## src/rtl/dec_pkg.sv

```systemverilog
`timescale 1ns/1ps
package dec_pkg;
  parameter int unsigned DEC_W     = 32;
  parameter int unsigned SMALL_LIM = 3;
  localparam int unsigned SIGN_BIT = DEC_W - 1;

  typedef logic [DEC_W-1:0] dec_word_t;

  typedef enum logic {
    IRQ_EDGE  = 1'b0,
    IRQ_LEVEL = 1'b1
  } irq_mode_e;

  // Value is within the immediate-expiry window.
  function automatic logic is_small(input dec_word_t v);
    return v < dec_word_t'(SMALL_LIM);
  endfunction

  function automatic logic sign_of(input dec_word_t v);
    return v[SIGN_BIT];
  endfunction

  // Next count: a load beats a tick, and the decrement wraps naturally.
  function automatic dec_word_t next_count(input dec_word_t cur, input logic we,
                                           input dec_word_t wd, input logic te);
    if (we)      return wd;
    else if (te) return cur - dec_word_t'(1);
    else         return cur;
  endfunction
endpackage

```

## src/rtl/dec_count_reg.sv

```systemverilog
`timescale 1ns/1ps
module dec_count_reg
  import dec_pkg::*;
(
  input  logic      clk,
  input  logic      rst_n,
  input  logic      tick_en,
  input  logic      wr_en,
  input  dec_word_t wr_data,
  output dec_word_t count
);
  localparam dec_word_t RESET_VAL = '1;

  always_ff @(posedge clk) begin
    if (!rst_n) count <= RESET_VAL;
    else        count <= next_count(count, wr_en, wr_data, tick_en);
  end
endmodule

```

## src/rtl/dec_event_gen.sv

```systemverilog
`timescale 1ns/1ps
module dec_event_gen
  import dec_pkg::*;
(
  input  irq_mode_e mode,
  input  logic      tick_en,
  input  logic      wr_en,
  input  dec_word_t wr_data,
  input  dec_word_t count,
  output logic      evt_tick,
  output logic      evt_wr_small,
  output logic      evt_wr_sign,
  output logic      clr_wr
);
  logic sign_ok;

  // Decrement out of 2, 1 or 0; suppressed when a load wins the cycle.
  assign evt_tick     = tick_en && !wr_en && is_small(count);
  assign evt_wr_small = wr_en && is_small(wr_data);

  generate
    if (1) begin : g_sign
      always_comb begin
        if (mode == IRQ_LEVEL) sign_ok = 1'b1;
        else                   sign_ok = !sign_of(count);
      end
    end
  endgenerate

  assign evt_wr_sign = wr_en && sign_of(wr_data) && sign_ok;
  // Level mode: non-negative write (not small) withdraws the request.
  assign clr_wr = (mode == IRQ_LEVEL) && wr_en && !sign_of(wr_data) && !is_small(wr_data);
endmodule

```

## src/rtl/dec_irq_ctl.sv

```systemverilog
`timescale 1ns/1ps
module dec_irq_ctl
  import dec_pkg::*;
(
  input  logic      clk,
  input  logic      rst_n,
  input  irq_mode_e mode,
  input  logic      set_req,
  input  logic      clr_wr,
  input  logic      irq_ack,
  output logic      clr_req,
  output logic      pend
);
  // Delivery clears only in edge mode.
  assign clr_req = clr_wr || ((mode == IRQ_EDGE) && irq_ack);

  always_ff @(posedge clk) begin
    if (!rst_n)       pend <= 1'b0;
    else if (set_req) pend <= 1'b1;
    else if (clr_req) pend <= 1'b0;
  end
endmodule

```

## src/rtl/dec_timer.sv

```systemverilog
`timescale 1ns/1ps
module dec_timer
  import dec_pkg::*;
(
  input  logic             clk,
  input  logic             rst_n,
  input  logic             mode_level,
  input  logic             tick_en,
  input  logic             wr_en,
  input  logic [DEC_W-1:0] wr_data,
  input  logic             irq_ack,
  output logic [DEC_W-1:0] rd_data,
  output logic             irq
);
  irq_mode_e mode;
  dec_word_t count;
  logic evt_tick, evt_wr_small, evt_wr_sign, clr_wr, clr_req, set_req;

  assign mode = irq_mode_e'(mode_level);

  dec_count_reg u_cnt (
    .clk(clk), .rst_n(rst_n), .tick_en(tick_en), .wr_en(wr_en),
    .wr_data(wr_data), .count(count)
  );

  dec_event_gen u_evt (
    .mode(mode), .tick_en(tick_en), .wr_en(wr_en), .wr_data(wr_data),
    .count(count), .evt_tick(evt_tick), .evt_wr_small(evt_wr_small),
    .evt_wr_sign(evt_wr_sign), .clr_wr(clr_wr)
  );

  assign set_req = evt_tick || evt_wr_small || evt_wr_sign;

  dec_irq_ctl u_irq (
    .clk(clk), .rst_n(rst_n), .mode(mode), .set_req(set_req),
    .clr_wr(clr_wr), .irq_ack(irq_ack), .clr_req(clr_req), .pend(irq)
  );

  assign rd_data = count;
endmodule

```

## config.mk

```make
export PLATFORM = sky130hd
export DESIGN_NAME = dec_timer
export DESIGN_NICKNAME = d
export VERILOG_FILES = /design/src/rtl/dec_pkg.sv /design/src/rtl/dec_count_reg.sv /design/src/rtl/dec_event_gen.sv /design/src/rtl/dec_irq_ctl.sv /design/src/rtl/dec_timer.sv
export SDC_FILE = /design/constraint.sdc
export NUM_CORES = 1
export LEC_CHECK = 0
export BUFFER_PORTS_ARGS = -buffer_cell sky130_fd_sc_hd__clkbuf_2
export CAP_MARGIN = 5
export CELL_PAD_IN_SITES_DETAIL_PLACEMENT = 0
export CELL_PAD_IN_SITES_GLOBAL_PLACEMENT = 1
export CORE_UTILIZATION = 34
export CTS_BUF_LIST = sky130_fd_sc_hd__clkbuf_2
export DETAILED_ROUTE_END_ITERATION = 8
export GPL_TIMING_DRIVEN = 1
export PLACE_DENSITY_LB_ADDON = 0.1
export SLEW_MARGIN = 20
export SYNTH_ARGS = -nofsm -noshare
export SYNTH_HDL_FRONTEND = slang
export SYNTH_SLANG_ARGS = --single-unit
```

## constraint.sdc

```tcl
create_clock -name clk -period 1.7 [get_ports clk]
set_input_delay 0.255 -clock clk [delete_from_list [all_inputs] [get_ports clk]]
set_output_delay 0.255 -clock clk [all_outputs]
set_load 0.02 [all_outputs]
```

==> metrics.csv, run 1 <==
stage,metric,value,unit
synthesis,register bit total from synthesis,33,
cts,number of CTS-inserted buffers,5,
finish,antenna diode count,0,
synthesis,sequential area share after synthesis,31.5,%
global_route,initial antenna violation count,0,
power_and_ir_drop,Pleak,0.00141,uW
synthesis,Synth top cells by count,"33 x dfxtp_1, 21 x nand2_1, 19 x nor2_1",
die,DIE AREA,6490,um^2
place,Port Buf Inserts,70,
routing,via/cell ratio,5.28,
die,row count,28,
routing,drt pass-1 iters,4,
power_and_ir_drop,internal power,1130,uW
die,initial core utilization,35.4,%
synthesis,"Cell Area, Synth",2100,um^2
global_route,first-pass GRT wire length,11000,um
cts,worst skew pair latency,0.40,ns
synthesis,main combinational cell family by area after synthesis,simple AND/OR/NAND/NOR gates,
finish,area grow syn2layout,51.6,%
synthesis,"Net Count, Synth",285,
power_and_ir_drop,sw power,604,uW
routing,Iteration-0 DRC Markers,121,
power_and_ir_drop,clock share of power,22.4,%
power_and_ir_drop,Net Sw Frac,34.8,%
worst_setup_path,Worst R2R Path Depth,6,
die,die boundary width,80.6,um
cts,clock sink count,33,
power_and_ir_drop,Combinational Power Share,26.8,%
power_and_ir_drop,sequential power share,50.9,%
finish,Register Area,671,um^2
global_route,vias in the first global route,2138,
finish,area occupied by multi-input gates,1580,um^2
power_and_ir_drop,peak supply drop,290,uV
timing,unrepaired setup endpoints after global routing,true,
die,Die Y,80.6,um
synthesis,"Avg Cell Area, Syn",8.56,um^2
worst_setup_path,CP arrival,1.95,ns
synthesis,simple-gate portion of the synthesized area,38.9,%
timing,crit path time final,1.68,ns
worst_setup_path,Crit Path Category,reg -> reg,
timing,final period utilization,99.0,%
global_route,gr ovfl total,0,
timing,Max Slew Vio Count,0,
synthesis,Post-synth top flop,dfxtp_1,
worst_setup_path,crit-path max FO,8,
flow_run,maxcap violations,0,
min_path,Min-Delay Path Depth,3,
worst_setup_path,CP startpoint kind,flip-flop,
routing,# DRC,0,
worst_setup_path,critical path capture point type,flip-flop,
cts,clock slew at reported path FFs,0.18,ns
min_path,Hold Path Class,in -> reg,
timing,"Setup violations, final",0,
synthesis,Syn. warnings,0,
finish,share of layout cells above drive strength 1,48.1,%
timing,Setup Skew,0.0163,ns
finish,Final #Nets,406,
timing,worst-margin pin slew,0.687,ns
synthesis,Async SR Flop Fraction,0,%
power_and_ir_drop,pwr/cell area,545,nW/um^2
cts,hold_buf cts,0,
synthesis,Synth Area in Adders,1.19,%
timing,Slew HR,54.0,%
synthesis,"area leader, netlist",dfxtp_1,
synthesis,Post-Syn Instances,245,
finish,FILL cells,591,
synthesis,post-synth cell types,49,
cts,Root Driver,clkbuf_2,
timing,final hold vios,0,
worst_setup_path,CP required,1.97,ns
place,Detailed Place HPWL,5330,um
die,I/O Pins,71,
routing,final WL,7240,um
routing,routed len/inst,16.4,um
timing,FMAX,0.594,GHz
timing,hold_ws,0.0868,ns
run_status,status,completed,
synthesis,Synth area leaders,"dfxtp_1 31%, xnor2_1 5.4%, mux2i_1 5.2%, nor4_1 4.5%, xor2_1 4.2%",
global_route,largest net degree at the start of global routing,31,
place,Placer Congestion,0.826,
die,Core ar.,5920,um^2
cts,CTS tree,yes,
cts,Max clock buf depth,2,
synthesis,compound-gate portion of the synthesized area,10.8,%
global_route,Total Routing Usage GR,22.8,%
routing,Routed Antenna Nets,0,
routing,Via Count,2328,
cts,H-tree lvl count,2,
synthesis,Synth Area in XOR/XNOR,9.60,%
synthesis,top cell type's share of synthesized area,31.5,%
synthesis,mux share of post-synthesis cell area,5.25,%
power_and_ir_drop,total power,1730,uW
synthesis,"count leader, synth",dfxtp_1,
synthesis,"EDFF count, synth",0,
## final timing paths
check,startpoint,to,slack (ns)
worst min register to register,u_cnt.count[12],u_cnt.count[12],0.61
worst min-delay path,wr_data[11],u_cnt.count[11],0.09
worst max-delay path,u_cnt.count[13],u_cnt.count[29],0.02
worst max register to register,u_cnt.count[13],u_cnt.count[29],0.02
## sequential cells by signal (all words and copies together) (netlist names)
register	flops
u_irq.pend	1
u_cnt.count	32
## metal layers
metal	part of all wire, %	GRT usage, %	vias up
met3	4.6	3.75	6
met5	0	0	-
met1	48	31.4	1106
met2	47	36.9	65
li1	-	-	1151
met4	0.87	4.82	0
## cell type report
type / count / area share, %
Inverter: 4 / 0.472
Sequential cell: 33 / 21.1
Clock buffer: 6 / 0.944
Timing Repair Buffer: 124 / 24.8
Tap cell: 75 / 2.95
Clock inverter: 1 / 0.118
Multi-Input combinational cell: 198 / 49.6
## through the flow
| stage | cell area [um^2] | TNS [ns] | instances | worst slack [ns] | util, % |
|---|---|---|---|---|---|
| floorplan | 2130 | 0 | 245 | 0.00353 | - |
| global placement | 2880 | -0.120 | 424 | -0.0650 | 48.6 |
| detailed placement | 2880 | -0.201 | 424 | -0.0805 | 48.6 |
| CTS | 2970 | 0 | 432 | 0.00483 | 50.1 |
| global route | 3180 | -0.699 | 441 | -0.119 | 53.7 |
| finish | 3180 | 0 | 441 | 0.0177 | 53.7 |
## cell families (layout without fill, tap and decap cells)
logic type,Yosys count,in the layout
xor+xnor,23,23
flops,33,33
simple gates,124,125
buf+inv,15,135
compound gates,37,37
fa+ha+maj,2,2
mux,11,11
## worst max-delay path, stage by stage (launching register included)
cell and delay, ns:
dfxtp_2 0.37, nor4_4 0.27, buf_6 0.17, nand4_4 0.21
nor4_2 0.30, xnor2_1 0.15, a21oi_1 0.08
## cell usage in the layout, fill, tap and decap left out, types with 3 or more instances in the layout
cell type	Yosys	final
nor4_2	5	5
nor3_4	1	3
nand4_1	6	6
nor2b_1	10	9
nor4_1	15	11
o21ai_0	11	9
nand2_1	21	19
nor4_4	2	6
o211ai_1	4	4
nand4_4	2	3
buf_4	0	50
and3b_1	4	4
dfxtp_1	33	25
dfxtp_2	0	8
nor3_1	12	9
nand3_1	5	3
o31a_1	3	3
xor2_1	10	10
a21oi_1	12	12
mux2i_1	11	11
clkbuf_2	0	76
xnor2_1	13	13
nor2_1	19	19
## what timing repair did
item	CTS	global route
setup buffers	1	8
endpoints found under the setup margin	10	20
gates cloned	0	1
gates resized for setup	8	27
pin swaps	4	13
## power by group through the flow
stage                     sequential (uW)  clock [uW]  combinational [uW]
after floorplan                       965           0                 144
after global placement                891           0                 440
after detailed placement              891           0                 442
after CTS                             876         387                 452
after global routing                  889         430                 504
final                                 882         388                 464
Power figures use the tool's default switching activity.
==> inputs of run 2 (changes only) <==
CORE_UTILIZATION = 35   (was 34)
SYNTH_HIERARCHICAL = 1   (was not set)
==> run 2 against run 1 <==
Compared with the run above: the flow now finishes with violations (negative setup slack); total power grew 6.9%; final cell count grew 12%; synthesized area grew 11%; sequential cell count is the same; combinational power grew 20%; die area grew 7.6%; utilization grew 3.7 points; worst hold slack gained 0.0083 ns; first-iteration DRC count shrank 4.1%; sequential power grew 1%; non-clock buffer count grew 17; critical path type unchanged; critical endpoint is now u_cnt/count[15]; largest cell class unchanged; highest routed layer unchanged.
==> metrics.csv, run 2 <==
stage,metric,value,unit,change
global_route,met1 Track Usage GR,35.5,%,+4.1 points
finish,share of layout cells above drive strength 1,51.4,%,+3.3 points
timing,worst-margin pin slew,0.435,ns,-0.252 ns
die,Core ar.,6390,um^2,+7.9%
routing,Via Count,2890,,+24%
die,DIE AREA,6980,um^2,+7.6%
cts,CTS tree,yes,,
finish,Final #Nets,456,,+12%
global_route,largest net degree at the start of global routing,30,,-3.2%
place,Placer Congestion,0.871,,+5.4%
routing,final WL,8990,um,+24%
run_status,violated checks,negative setup slack,,
min_path,Hold Crit Start,wr_data[26],,
die,row count,29,,+3.6%
worst_setup_path,CP startpoint,u_cnt/count[5],,
finish,"Most flops, register",u_cnt/count,,
place,Port Buf Inserts,70,,unchanged
worst_setup_path,Worst R2R Path Depth,4,,-2
die,die boundary width,83.6,um,+3.7%
finish,Top Registers,"u_cnt/count (32), u_irq/pend (1)",,
min_path,Min-Delay Path Depth,3,,unchanged
synthesis,Syn. warnings,6,,+6
timing,final hold vios,0,,unchanged
timing,crit path time final,2.09,ns,+0.411 ns
worst_setup_path,CP required,2.03,ns,+0.06 ns
global_route,gr ovfl total,0,,unchanged
worst_setup_path,critical path depth,4,,-2
global_route,most crowded layer after global routing,met2,,
worst_setup_path,Crit Path Category,reg -> reg,,
power_and_ir_drop,peak supply drop,257,uV,-11%
finish,Largest register FFs,32,,unchanged
cts,H-tree lvl count,2,,unchanged
power_and_ir_drop,pwr/cell area,505,nW/um^2,-7.3%
worst_setup_path,WP buf/inv,0,,-1
timing,Max Slew Vio Count,0,,unchanged
routing,via/cell ratio,5.84,,+11%
die,Die Y,83.6,um,+3.7%
die,initial core utilization,36.5,%,+1.0 points
global_route,Total Routing Usage GR,25.6,%,+2.9 points
finish,area grow syn2layout,57.5,%,
cts,clock sink count,33,,unchanged
worst_setup_path,R2R setup slack,-0.39,ns,-0.41 ns
worst_setup_path,CP startpoint kind,flip-flop,,
routing,drt pass-1 iters,4,,unchanged
worst_setup_path,max incr delay on CP,0.54,ns,+0.17 ns
timing,"Setup violations, final",26,,+26
cts,Root Driver,clkbuf_2,,
synthesis,"Avg Cell Area, Syn",8.03,um^2,-6.2%
worst_setup_path,CP arrival,2.43,ns,+0.48 ns
timing,final period utilization,123,%,+24 points
global_route,vias in the first global route,2760,,+29%
timing,unrepaired setup endpoints after global routing,true,,
cts,worst skew pair latency,0.39,ns,about the same
worst_setup_path,Critical-path top delay cell,or4_4,,
worst_setup_path,Worst path most repeated cell,or4_4,,
place,Detailed Place HPWL,6570,um,+23%
cts,number of CTS-inserted buffers,5,,unchanged
die,I/O Pins,71,,unchanged
worst_setup_path,critical path capture point type,flip-flop,,
routing,Routed Antenna Nets,0,,unchanged
global_route,routing usage on met3,3.76,%,+0.0087 points
global_route,GR Util met2,42.1,%,+5.3 points
power_and_ir_drop,Pleak,0.00145,uW,+2.7%
synthesis,Post-Syn Instances,290,,+18%
cts,Max clock buf depth,2,,unchanged
timing,setup ws final,-0.393,ns,-0.411 ns
routing,routed len/inst,18.2,um,+11%
synthesis,"Cell Area, Synth",2330,um^2,+11%
routing,# DRC,0,,unchanged
timing,Slew HR,71.0,%,+17 points
global_route,initial antenna violation count,0,,unchanged
flow_run,maxcap violations,0,,unchanged
synthesis,"Net Count, Synth",329,,+15%
finish,antenna diode count,0,,unchanged
worst_setup_path,CP Cell Sequence,"or4_4, or4_4, or4b_1, a31oi_1",,
cts,hold_buf cts,0,,unchanged
finish,"commonest non-fill, non-tap cell in the layout",clkbuf_2,,
min_path,Hold Path Class,in -> reg,,
global_route,first-pass GRT wire length,14400,um,+31%
worst_setup_path,worst r2r src,u_cnt/count[5],,
cts,clock slew at reported path FFs,0.18,ns,about the same
routing,Iteration-0 DRC Markers,116,,-4.1%
finish,Final Core Density,57.4,%,+3.7 points
finish,most frequent cells in the layout,"78 x clkbuf_2, 53 x buf_4, 25 x nor2_1, 21 x nand3b_1, 19 x nor4_1",,
worst_setup_path,crit-path max FO,4,,-4
timing,Final TNS setup,-5.70,ns,-5.70 ns
run_status,status,"complete, but fails checks",,
timing,Setup Skew,0.00903,ns,-0.00726 ns
worst_setup_path,Crit path max-delay family,simple AND/OR/NAND/NOR gates,,
timing,FMAX,0.478,GHz,-20%
## run 2: what timing repair did
item | CTS | global route
setup endpoints to repair | 25 | 27
gates resized for setup | 28 | 32
pin swaps | 20 | 20
setup buffers | 7 | 5
cloned | 1 | 1
## run 2: path summary, 6_finish.rpt
| path | endpoint |
|---|---|
| worst max register to register | u_cnt/count[15] |
| worst min-delay path | u_cnt/count[26] |
| worst max-delay path | u_cnt/count[15] |
| worst min register to register | u_irq/pend |
## run 2: per-stage QoR
step,total power [uW],instance area (um^2),hold WS [ns],worst slack (ns),instances
after global placement,1400,3260,0.456,-0.330,477
after detailed placement,1410,3260,0.460,-0.370,477
final,1850,3670,0.0951,-0.393,495
after floorplan,1160,2460,0.378,-0.480,290
after CTS,1840,3500,0.0749,-0.385,492
after global routing,1940,3670,0.0800,-0.432,495
## run 2: layout make-up
type                            instances  area [um^2]
Fill cell                             612         2720
Multi-Input combinational cell        225         1830
Timing Repair Buffer                  141          968
Sequential cell                        33          693
Tap cell                               77         96.3
Inverter                               11         41.3
Clock buffer                            8         40.0
## run 2: power breakdown
group	internal [uW]	switching, uW
Combinational	242	313
Sequential	828	64.2
Clock	121	284
## run 2: layer usage
layer | wire length [um] | vias up
met5 | 0 | -
met4 | 61 | 0
met3 | 480 | 8
met2 | 4200 | 84
met1 | 4250 | 1406
li1 | - | 1392
## run 2: worst min-delay path, cell delays in order
cell,delay (ns)
clkbuf_2,0.09
inv_1,0.05
a311oi_1,0.07
